===== src/rtl/bmg_pkg.sv =====
package bmg_pkg;

  typedef enum logic [2:0] {
    OP_NONE  = 3'd0,
    OP_PROG  = 3'd1,
    OP_ERASE = 3'd2,
    OP_LOCK  = 3'd3,
    OP_QUERY = 3'd4,
    OP_SWEEP = 3'd5,
    OP_RSV6  = 3'd6,
    OP_RSV7  = 3'd7
  } op_e;

  localparam logic [1:0] RP_LOW  = 2'b00;
  localparam logic [1:0] RP_HIGH = 2'b01;
  localparam logic [1:0] RP_OVR  = 2'b10;
  localparam logic [1:0] RP_BAD  = 2'b11;

  // protection lifted for every block
  function automatic logic ovr_active(input logic [1:0] rp, input logic byp);
    return (rp == RP_OVR) || (byp && (rp == RP_HIGH));
  endfunction

  // final permission for one block
  function automatic logic may_write(input logic [1:0] rp, input logic byp,
                                     input logic lk);
    if ((rp == RP_LOW) || (rp == RP_BAD)) return 1'b0;
    return ovr_active(rp, byp) | lk;
  endfunction

endpackage


===== src/rtl/bmg_addr_map.sv =====
module bmg_addr_map #(
  parameter int ADDR_W   = 19,
  parameter int BIG_LOG2 = 15,
  parameter bit BOOT_TOP = 1'b0,
  localparam int SEG_W   = ADDR_W - BIG_LOG2,
  localparam int NBIG    = (1 << SEG_W) - 1,
  localparam int NB      = NBIG + 4,
  localparam int BLK_W   = $clog2(NB)
) (
  input  logic [ADDR_W-1:0] addr,
  output logic [BLK_W-1:0]  blk
);

  logic [SEG_W-1:0] seg;
  logic [2:0]       eighth;
  logic             unused_low_bits;

  assign seg             = addr[ADDR_W-1:BIG_LOG2];
  assign eighth          = addr[BIG_LOG2-1:BIG_LOG2-3];
  assign unused_low_bits = ^addr[BIG_LOG2-4:0];

  generate
    if (BOOT_TOP == 1'b0) begin : g_bottom
      always_comb begin
        if (seg == '0) begin
          if (eighth < 3'd2)       blk = BLK_W'(0);
          else if (eighth == 3'd2) blk = BLK_W'(1);
          else if (eighth == 3'd3) blk = BLK_W'(2);
          else                     blk = BLK_W'(3);
        end else begin
          blk = BLK_W'(seg) + BLK_W'(3);
        end
      end
    end else begin : g_top
      always_comb begin
        if (seg == '1) begin
          if (eighth < 3'd4)       blk = BLK_W'(NB - 4);
          else if (eighth == 3'd4) blk = BLK_W'(NB - 3);
          else if (eighth == 3'd5) blk = BLK_W'(NB - 2);
          else                     blk = BLK_W'(NB - 1);
        end else begin
          blk = BLK_W'(seg);
        end
      end
    end
  endgenerate

endmodule


===== src/rtl/bmg_lock_bank.sv =====
module bmg_lock_bank #(
  parameter int NB       = 19,
  parameter bit INIT_ONE = 1'b1,
  localparam int BLK_W   = $clog2(NB)
) (
  input  logic             clk,
  input  logic             rst,
  input  logic [BLK_W-1:0] rd_a_idx,
  output logic             rd_a_bit,
  input  logic [BLK_W-1:0] rd_b_idx,
  output logic             rd_b_bit,
  input  logic             set_en,
  input  logic [BLK_W-1:0] set_idx,
  input  logic             clr_en,
  input  logic [BLK_W-1:0] clr_idx
);

  logic [NB-1:0] bits;

  // lock bits model non-volatile state: deliberately not reset
  genvar gi;
  generate
    for (gi = 0; gi < NB; gi++) begin : g_bit
      logic b_q = INIT_ONE;
      always_ff @(posedge clk) begin
        if (set_en && (set_idx == BLK_W'(gi)))      b_q <= 1'b1;
        else if (clr_en && (clr_idx == BLK_W'(gi))) b_q <= 1'b0;
      end
      assign bits[gi] = b_q;
    end
  endgenerate

  assign rd_a_bit = (32'(rd_a_idx) < NB) ? bits[rd_a_idx] : 1'b0;
  assign rd_b_bit = (32'(rd_b_idx) < NB) ? bits[rd_b_idx] : 1'b0;

  // a cycle with no write request leaves all lock bits untouched
  p_bits_hold_r9: assert property (@(posedge clk) disable iff (rst)
    (!set_en && !clr_en) |=> $stable(bits));

  // set and clear never requested together
  p_set_clr_excl_r7: assert property (@(posedge clk) disable iff (rst)
    !(set_en && clr_en));

endmodule


===== src/rtl/bmg_sweep.sv =====
module bmg_sweep #(
  parameter int NB     = 19,
  localparam int BLK_W = $clog2(NB)
) (
  input  logic             clk,
  input  logic             rst,
  input  logic             start,
  output logic             act,
  output logic [BLK_W-1:0] ptr
);

  always_ff @(posedge clk) begin
    if (rst) begin
      act <= 1'b0;
      ptr <= '0;
    end else if (start) begin
      act <= 1'b1;
      ptr <= '0;
    end else if (act) begin
      if (ptr == BLK_W'(NB - 1)) act <= 1'b0;
      else                       ptr <= ptr + 1'b1;
    end
  end

  // the walk never leaves the block range
  p_ptr_range_r10: assert property (@(posedge clk) disable iff (rst)
    act |-> (32'(ptr) < NB));

endmodule


===== src/rtl/boot_guard.sv =====
module boot_guard
  import bmg_pkg::*;
#(
  parameter int ADDR_W   = 19,
  parameter int BIG_LOG2 = 15,
  parameter bit BOOT_TOP = 1'b0,
  parameter bit INIT_ONE = 1'b1,
  localparam int NB      = (1 << (ADDR_W - BIG_LOG2)) + 3,
  localparam int BLK_W   = $clog2(NB)
) (
  input  logic              clk,
  input  logic              rst,
  input  logic              op_valid,
  input  logic [2:0]        op_code,
  input  logic [ADDR_W-1:0] addr,
  input  logic [1:0]        rp_lvl,
  input  logic              lock_bypass,
  output logic              rsp_vld,
  output logic              rsp_grant,
  output logic              rsp_err,
  output logic [BLK_W-1:0]  rsp_blk,
  output logic [7:0]        rsp_stat,
  output logic              prg_go,
  output logic              ers_go,
  output logic [BLK_W-1:0]  ers_blk,
  output logic              sweep_busy
);

  op_e              op;
  logic             accept, is_wr, ok_a, ok_b, ovr;
  logic [BLK_W-1:0] blk_a, sw_ptr;
  logic             bit_a, bit_b, sw_act;
  logic             set_en, clr_en;
  logic [BLK_W-1:0] set_idx;

  assign op     = op_e'(op_code);
  assign accept = op_valid && !sw_act;
  assign is_wr  = (op == OP_PROG) || (op == OP_ERASE) || (op == OP_LOCK);
  assign ovr    = ovr_active(rp_lvl, lock_bypass);
  assign ok_a   = may_write(rp_lvl, lock_bypass, bit_a);
  assign ok_b   = may_write(rp_lvl, lock_bypass, bit_b);

  bmg_addr_map #(.ADDR_W(ADDR_W), .BIG_LOG2(BIG_LOG2), .BOOT_TOP(BOOT_TOP)) map_i (
    .addr (addr),
    .blk  (blk_a)
  );

  bmg_sweep #(.NB(NB)) sweep_i (
    .clk   (clk),
    .rst   (rst),
    .start (accept && (op == OP_SWEEP)),
    .act   (sw_act),
    .ptr   (sw_ptr)
  );

  // erase under override restores the lock bit; lock op clears it
  assign set_en  = (accept && (op == OP_ERASE) && ok_a && ovr) ||
                   (sw_act && ok_b && ovr);
  assign set_idx = sw_act ? sw_ptr : blk_a;
  assign clr_en  = accept && (op == OP_LOCK) && ok_a;

  bmg_lock_bank #(.NB(NB), .INIT_ONE(INIT_ONE)) bank_i (
    .clk      (clk),
    .rst      (rst),
    .rd_a_idx (blk_a),
    .rd_a_bit (bit_a),
    .rd_b_idx (sw_ptr),
    .rd_b_bit (bit_b),
    .set_en   (set_en),
    .set_idx  (set_idx),
    .clr_en   (clr_en),
    .clr_idx  (blk_a)
  );

  always_ff @(posedge clk) begin
    if (rst) begin
      rsp_vld   <= 1'b0;
      rsp_grant <= 1'b0;
      rsp_err   <= 1'b0;
      rsp_blk   <= '0;
      rsp_stat  <= 8'h00;
      prg_go    <= 1'b0;
      ers_go    <= 1'b0;
      ers_blk   <= '0;
    end else begin
      rsp_vld   <= accept && (is_wr || (op == OP_QUERY));
      rsp_grant <= accept && is_wr && ok_a;
      rsp_err   <= accept && is_wr && !ok_a;
      rsp_stat  <= (accept && (op == OP_QUERY)) ? {1'b0, bit_a, 6'b0} : 8'h00;
      prg_go    <= accept && (op == OP_PROG) && ok_a;
      ers_go    <= (accept && (op == OP_ERASE) && ok_a) || (sw_act && ok_b);
      if (accept) rsp_blk <= blk_a;
      if (sw_act)      ers_blk <= sw_ptr;
      else if (accept) ers_blk <= blk_a;
    end
  end

  assign sweep_busy = sw_act;

  // reset pin low in the cycle of the op leaves all strobes quiet
  p_rp_low_quiet_r3: assert property (@(posedge clk) disable iff (rst)
    (($past(rp_lvl) == RP_LOW) || ($past(rp_lvl) == RP_BAD))
      |-> (!prg_go && !ers_go && !rsp_grant));

  // a rejection never carries a strobe
  p_err_no_strobe_r9: assert property (@(posedge clk) disable iff (rst)
    rsp_err |-> (!prg_go && !ers_go));

  // no response while a sweep was running
  p_sweep_mutes_rsp_r11: assert property (@(posedge clk) disable iff (rst)
    $past(sweep_busy) |-> !rsp_vld);

  // the sweep ends on the last block
  p_sweep_last_r10: assert property (@(posedge clk) disable iff (rst)
    $fell(sweep_busy) |-> (ers_blk == BLK_W'(NB - 1)));

  // reported block index stays in range
  p_blk_range_r1: assert property (@(posedge clk) disable iff (rst)
    rsp_vld |-> (32'(rsp_blk) < NB));

endmodule


===== config.mk =====
export PLATFORM = sky130hd
export DESIGN_NAME = boot_guard
export DESIGN_NICKNAME = d
export VERILOG_FILES = /design/src/rtl/bmg_pkg.sv /design/src/rtl/bmg_addr_map.sv /design/src/rtl/bmg_lock_bank.sv /design/src/rtl/bmg_sweep.sv /design/src/rtl/boot_guard.sv
export SDC_FILE = /design/constraint.sdc
export NUM_CORES = 1
export LEC_CHECK = 0
export BUFFER_PORTS_ARGS = -buffer_cell sky130_fd_sc_hd__buf_4
export CORE_AREA = 2 2 75 77
export CTS_BUF_LIST = sky130_fd_sc_hd__clkbuf_8
export CTS_CLUSTER_SIZE = 12
export DETAILED_ROUTE_END_ITERATION = 16
export DIE_AREA = 0 0 77 79
export PLACE_DENSITY = 0.67
export SETUP_SLACK_MARGIN = 0.15
export SLEW_MARGIN = 40
export SYNTH_ARGS = -nofsm -noshare
export SYNTH_HDL_FRONTEND = slang
export SYNTH_HIERARCHICAL = 1
export SYNTH_SLANG_ARGS = --single-unit
export TNS_END_PERCENT = 10

===== constraint.sdc =====
create_clock -name clk -period 4.5 [get_ports clk]
set_input_delay 0.675 -clock clk [delete_from_list [all_inputs] [get_ports clk]]
set_output_delay 0.675 -clock clk [all_outputs]
set_load 0.02 [all_outputs]

==> flow_metrics.tcl <==
set metrics [dict create \
    holdCritPathClass "reg -> reg" \
    fin_setup_tns_ns 0 \
    detailed_route_via_count 1971 \
    grt_pass1_vias 1827 \
    initial_core_util_pct 43.27 \
    maximum_number_of_pins_on_one_net_before_global_route_repair 22 \
    globalRoute.totalOverflow 0 \
    first_pass_iters 4 \
    fin_ws_ns 0.8417 \
    detail-route-antenna-nets 0 \
    path_clk_slew_ns 0.08 \
    post-route-cell-area_sq_um 2686 \
    synth_enable_flop_cells 0 \
    routedWlPerCell_um 13.10 \
    power_density_of_the_placed_cells_nw_per_um2 300.1 \
    maxCapViolations 0 \
    clock_tree.htree_level_count 2 \
    ys_seq_area_share_pct 35.54 \
    data_required_time_at_the_worst_endpoint_ns 4.68 \
    place_congestion 0.8105 \
    drt_first_iter_violations 73 \
    yosysWarningCount 6 \
    yosysTopAreaCell "sky130_fd_sc_hd__dfxtp_1" \
    cts_repair_resize_count 0 \
    worstMarginPinSlew_ns 0.7083 \
    port-buffer-count 32 \
    cp-start-kind "primary input" \
    grt_antenna_before_repair 0 \
    cts_hold_buf 0 \
    final_period_minus_worst_setup_slack_ns 3.658 \
    first_pass_grt_wire_length_um 8438 \
    clock_tree.root_cell "sky130_fd_sc_hd__clkbuf_8" \
    insertion_delay_ns 0.29 \
    maxClockFrequency_mhz 273.4 \
    floorplan.core_area_sq_um 5338 \
    cp_max_fo 6 \
    non_filler_instance_count_after_layout 373 \
    placed_insts 365 \
    power.leakage_nw 1.117 \
    cts_setup_buffers 0 \
    fp.dieW_um 77 \
    share_of_post_route_cells_with_drive_strength_above_1_pct 18.94 \
    ys_types 43 \
    gr-usage-all-layers_pct 17.18 \
    netlist_area_sq_um 2310 \
    timing.clock.skew_ns 0.005211 \
    num_rows 27 \
    fin_total_pwr_mw 0.8062 \
    die_area_sq_um 6083 \
    synthArstFlopShare_pct 0 \
    io_pins 52 \
    sinks_on_clock_net 41 \
    post-synth-top-count-cell "sky130_fd_sc_hd__dfxtp_1" \
    area_delta_synth_final_pct 16.31 \
    worst_hold_slack_ns 0.4559 \
    final-hold-violation-count 0 \
    ir_worst_vdd_v 0.0001511 \
    post-dp-hpwl_um 3655 \
    synth_top_cell_area_share_pct 35.54 \
    synth.avg_cell_area_sq_um 8.782 \
    drt_drc_violations_left 0 \
    timing_max_transition_violations_final 0 \
    tcrit_tclk_final_pct 81.30 \
    synth.ff_latch_count 41 \
    synth_flop_cell "sky130_fd_sc_hd__dfxtp_1" \
    number_of_clock_buffers_inserted_by_tritoncts 5 \
    worstSetupPathType "in -> reg" \
    timing.final.setup_violations 0 \
    netlist_top_cells_count "sky130_fd_sc_hd__dfxtp_1 (41), sky130_fd_sc_hd__o21ai_0 (40), sky130_fd_sc_hd__nand2_1 (28)" \
    finish.net_count 333 \
    antenna_cells 0 \
    final_util_pct 50.33 \
    post_syn_instances 263 \
    cp.arrival_ns 3.84 \
    rsz0062_at_grt "no" \
    cts_tree "done" \
    clockBufferDepth 2 \
    end_kind "flip-flop" \
    place_worst_setup_slack_ns 0.5263 \
    timing.max_slew.rel_slack_pct 52.72 \
    run_status "finished clean" \
    avgViaCountPerCell 5.284 \
    routed_wirelength_um 4886 \
    die_y_um 79 \
    postPlaceCellArea_sq_um 2600 \
    top_cells_by_area_synth "sky130_fd_sc_hd__dfxtp_1 (36%), sky130_fd_sc_hd__mux4_1 (9.1%), sky130_fd_sc_hd__o21ai_0 (8.7%)" \
]
==> where the power goes <==
part / internal [mW] / switching (mW) / leakage, nW
logic: 0.0747 / 0.0921 / 0.740
clock network: 0.107 / 0.130 / 0.0439
registers: 0.386 / 0.0160 / 0.333
total: 0.568 / 0.238 / 1.12
==> cells in the final DEF, fill, tap and decap left out, types with 2 or more instances in the layout <==
cell type	instances
sky130_fd_sc_hd__nand2_1	28
sky130_fd_sc_hd__o32a_1	2
sky130_fd_sc_hd__mux2_2	2
sky130_fd_sc_hd__clkinv_2	2
sky130_fd_sc_hd__o21ai_0	40
sky130_fd_sc_hd__nand2b_1	6
sky130_fd_sc_hd__xor2_1	3
sky130_fd_sc_hd__o21a_1	3
sky130_fd_sc_hd__o22a_2	2
sky130_fd_sc_hd__dfxtp_1	41
sky130_fd_sc_hd__a21oi_1	13
sky130_fd_sc_hd__nand3b_1	3
sky130_fd_sc_hd__buf_4	38
sky130_fd_sc_hd__o31ai_1	3
sky130_fd_sc_hd__mux4_1	8
sky130_fd_sc_hd__inv_1	16
sky130_fd_sc_hd__nand4_1	2
sky130_fd_sc_hd__nor2_1	21
sky130_fd_sc_hd__or2_2	3
sky130_fd_sc_hd__nand3_1	7
sky130_fd_sc_hd__nor3_1	8
sky130_fd_sc_hd__conb_1	7
sky130_fd_sc_hd__nor2b_1	4
sky130_fd_sc_hd__ha_1	5
sky130_fd_sc_hd__xnor2_1	2
sky130_fd_sc_hd__clkbuf_8	5
sky130_fd_sc_hd__mux2i_1	12
==> critical path, stage by stage <==
cell and delay, ns:
sky130_fd_sc_hd__buf_4 0.11, sky130_fd_sc_hd__inv_1 0.06, sky130_fd_sc_hd__ha_1 0.20, sky130_fd_sc_hd__nor3b_4 0.25, sky130_fd_sc_hd__mux2i_1 0.53, sky130_fd_sc_hd__mux2i_1 0.16
sky130_fd_sc_hd__o22a_2 0.24, sky130_fd_sc_hd__nor3_1 0.13, sky130_fd_sc_hd__o32a_1 0.23, sky130_fd_sc_hd__inv_1 0.07, sky130_fd_sc_hd__a21o_1 0.18, sky130_fd_sc_hd__nor3_1 0.18
sky130_fd_sc_hd__buf_4 0.15, sky130_fd_sc_hd__nor2b_1 0.23, sky130_fd_sc_hd__nand2_1 0.16, sky130_fd_sc_hd__o21ai_0 0.18, sky130_fd_sc_hd__o21ai_0 0.09
==> routing by layer <==
| layer | GRT usage [%] | up-vias | wire length (um) |
|---|---|---|---|
| met5 | 0 | - | 0 |
| met2 | 29.56 | 49 | 2381 |
| met4 | 5.536 | 0 | 54 |
| met3 | 4.205 | 5 | 289 |
| met1 | 21.29 | 920 | 2161 |
| li1 | - | 997 | - |
==> layout make-up <==
class	count	area, sq um
fill	539	2651
multi-input combinational	198	1344
sequential	41	820.8
timing repair buffer	38	285.3
tap	72	90.09
clock buffer	5	68.82
inverter	16	60.06
clock inverter	3	17.52
==> worst paths after layout <==
kind,end,cells after the start,start,slack (ns)
max,bank_i/g_bit[12].b_q,17,addr[15],0.84
min,rsp_blk[4],2,rsp_blk[4],0.46
max reg2reg,bank_i/g_bit[7].b_q,6,sweep_i/act,1.99
min reg2reg,rsp_blk[4],2,rsp_blk[4],0.46
==> registers in the layout (all words and copies together), names as in the netlist <==
signal and cells:
prg_go 1, ers_blk 5, rsp_grant 1, sweep_i/act 1, rsp_vld 1, rsp_err 1
rsp_blk 5, sweep_i/ptr 5, bank_i/g_bit.b_q 19, ers_go 1, rsp_stat 1
==> logic make-up (layout without fill, tap and decap cells) <==
| kind of cell | Yosys count | after routing | share of synthesized area (%) |
|---|---|---|---|
| AOI/OAI and AO/OA | 68 | 68 | 17.01 |
| xor gates and xnor gates | 5 | 5 | 1.896 |
| adders and majority gates | 5 | 5 | 2.709 |
| buffers and inverters | 30 | 62 | 7.258 |
| DFF | 41 | 41 | 35.54 |
| muxes | 22 | 22 | 15.28 |
| other | 1 | 7 | 0.1624 |
| and+or+nand+nor | 91 | 91 | 20.15 |
Power figures use the tool's default switching activity.
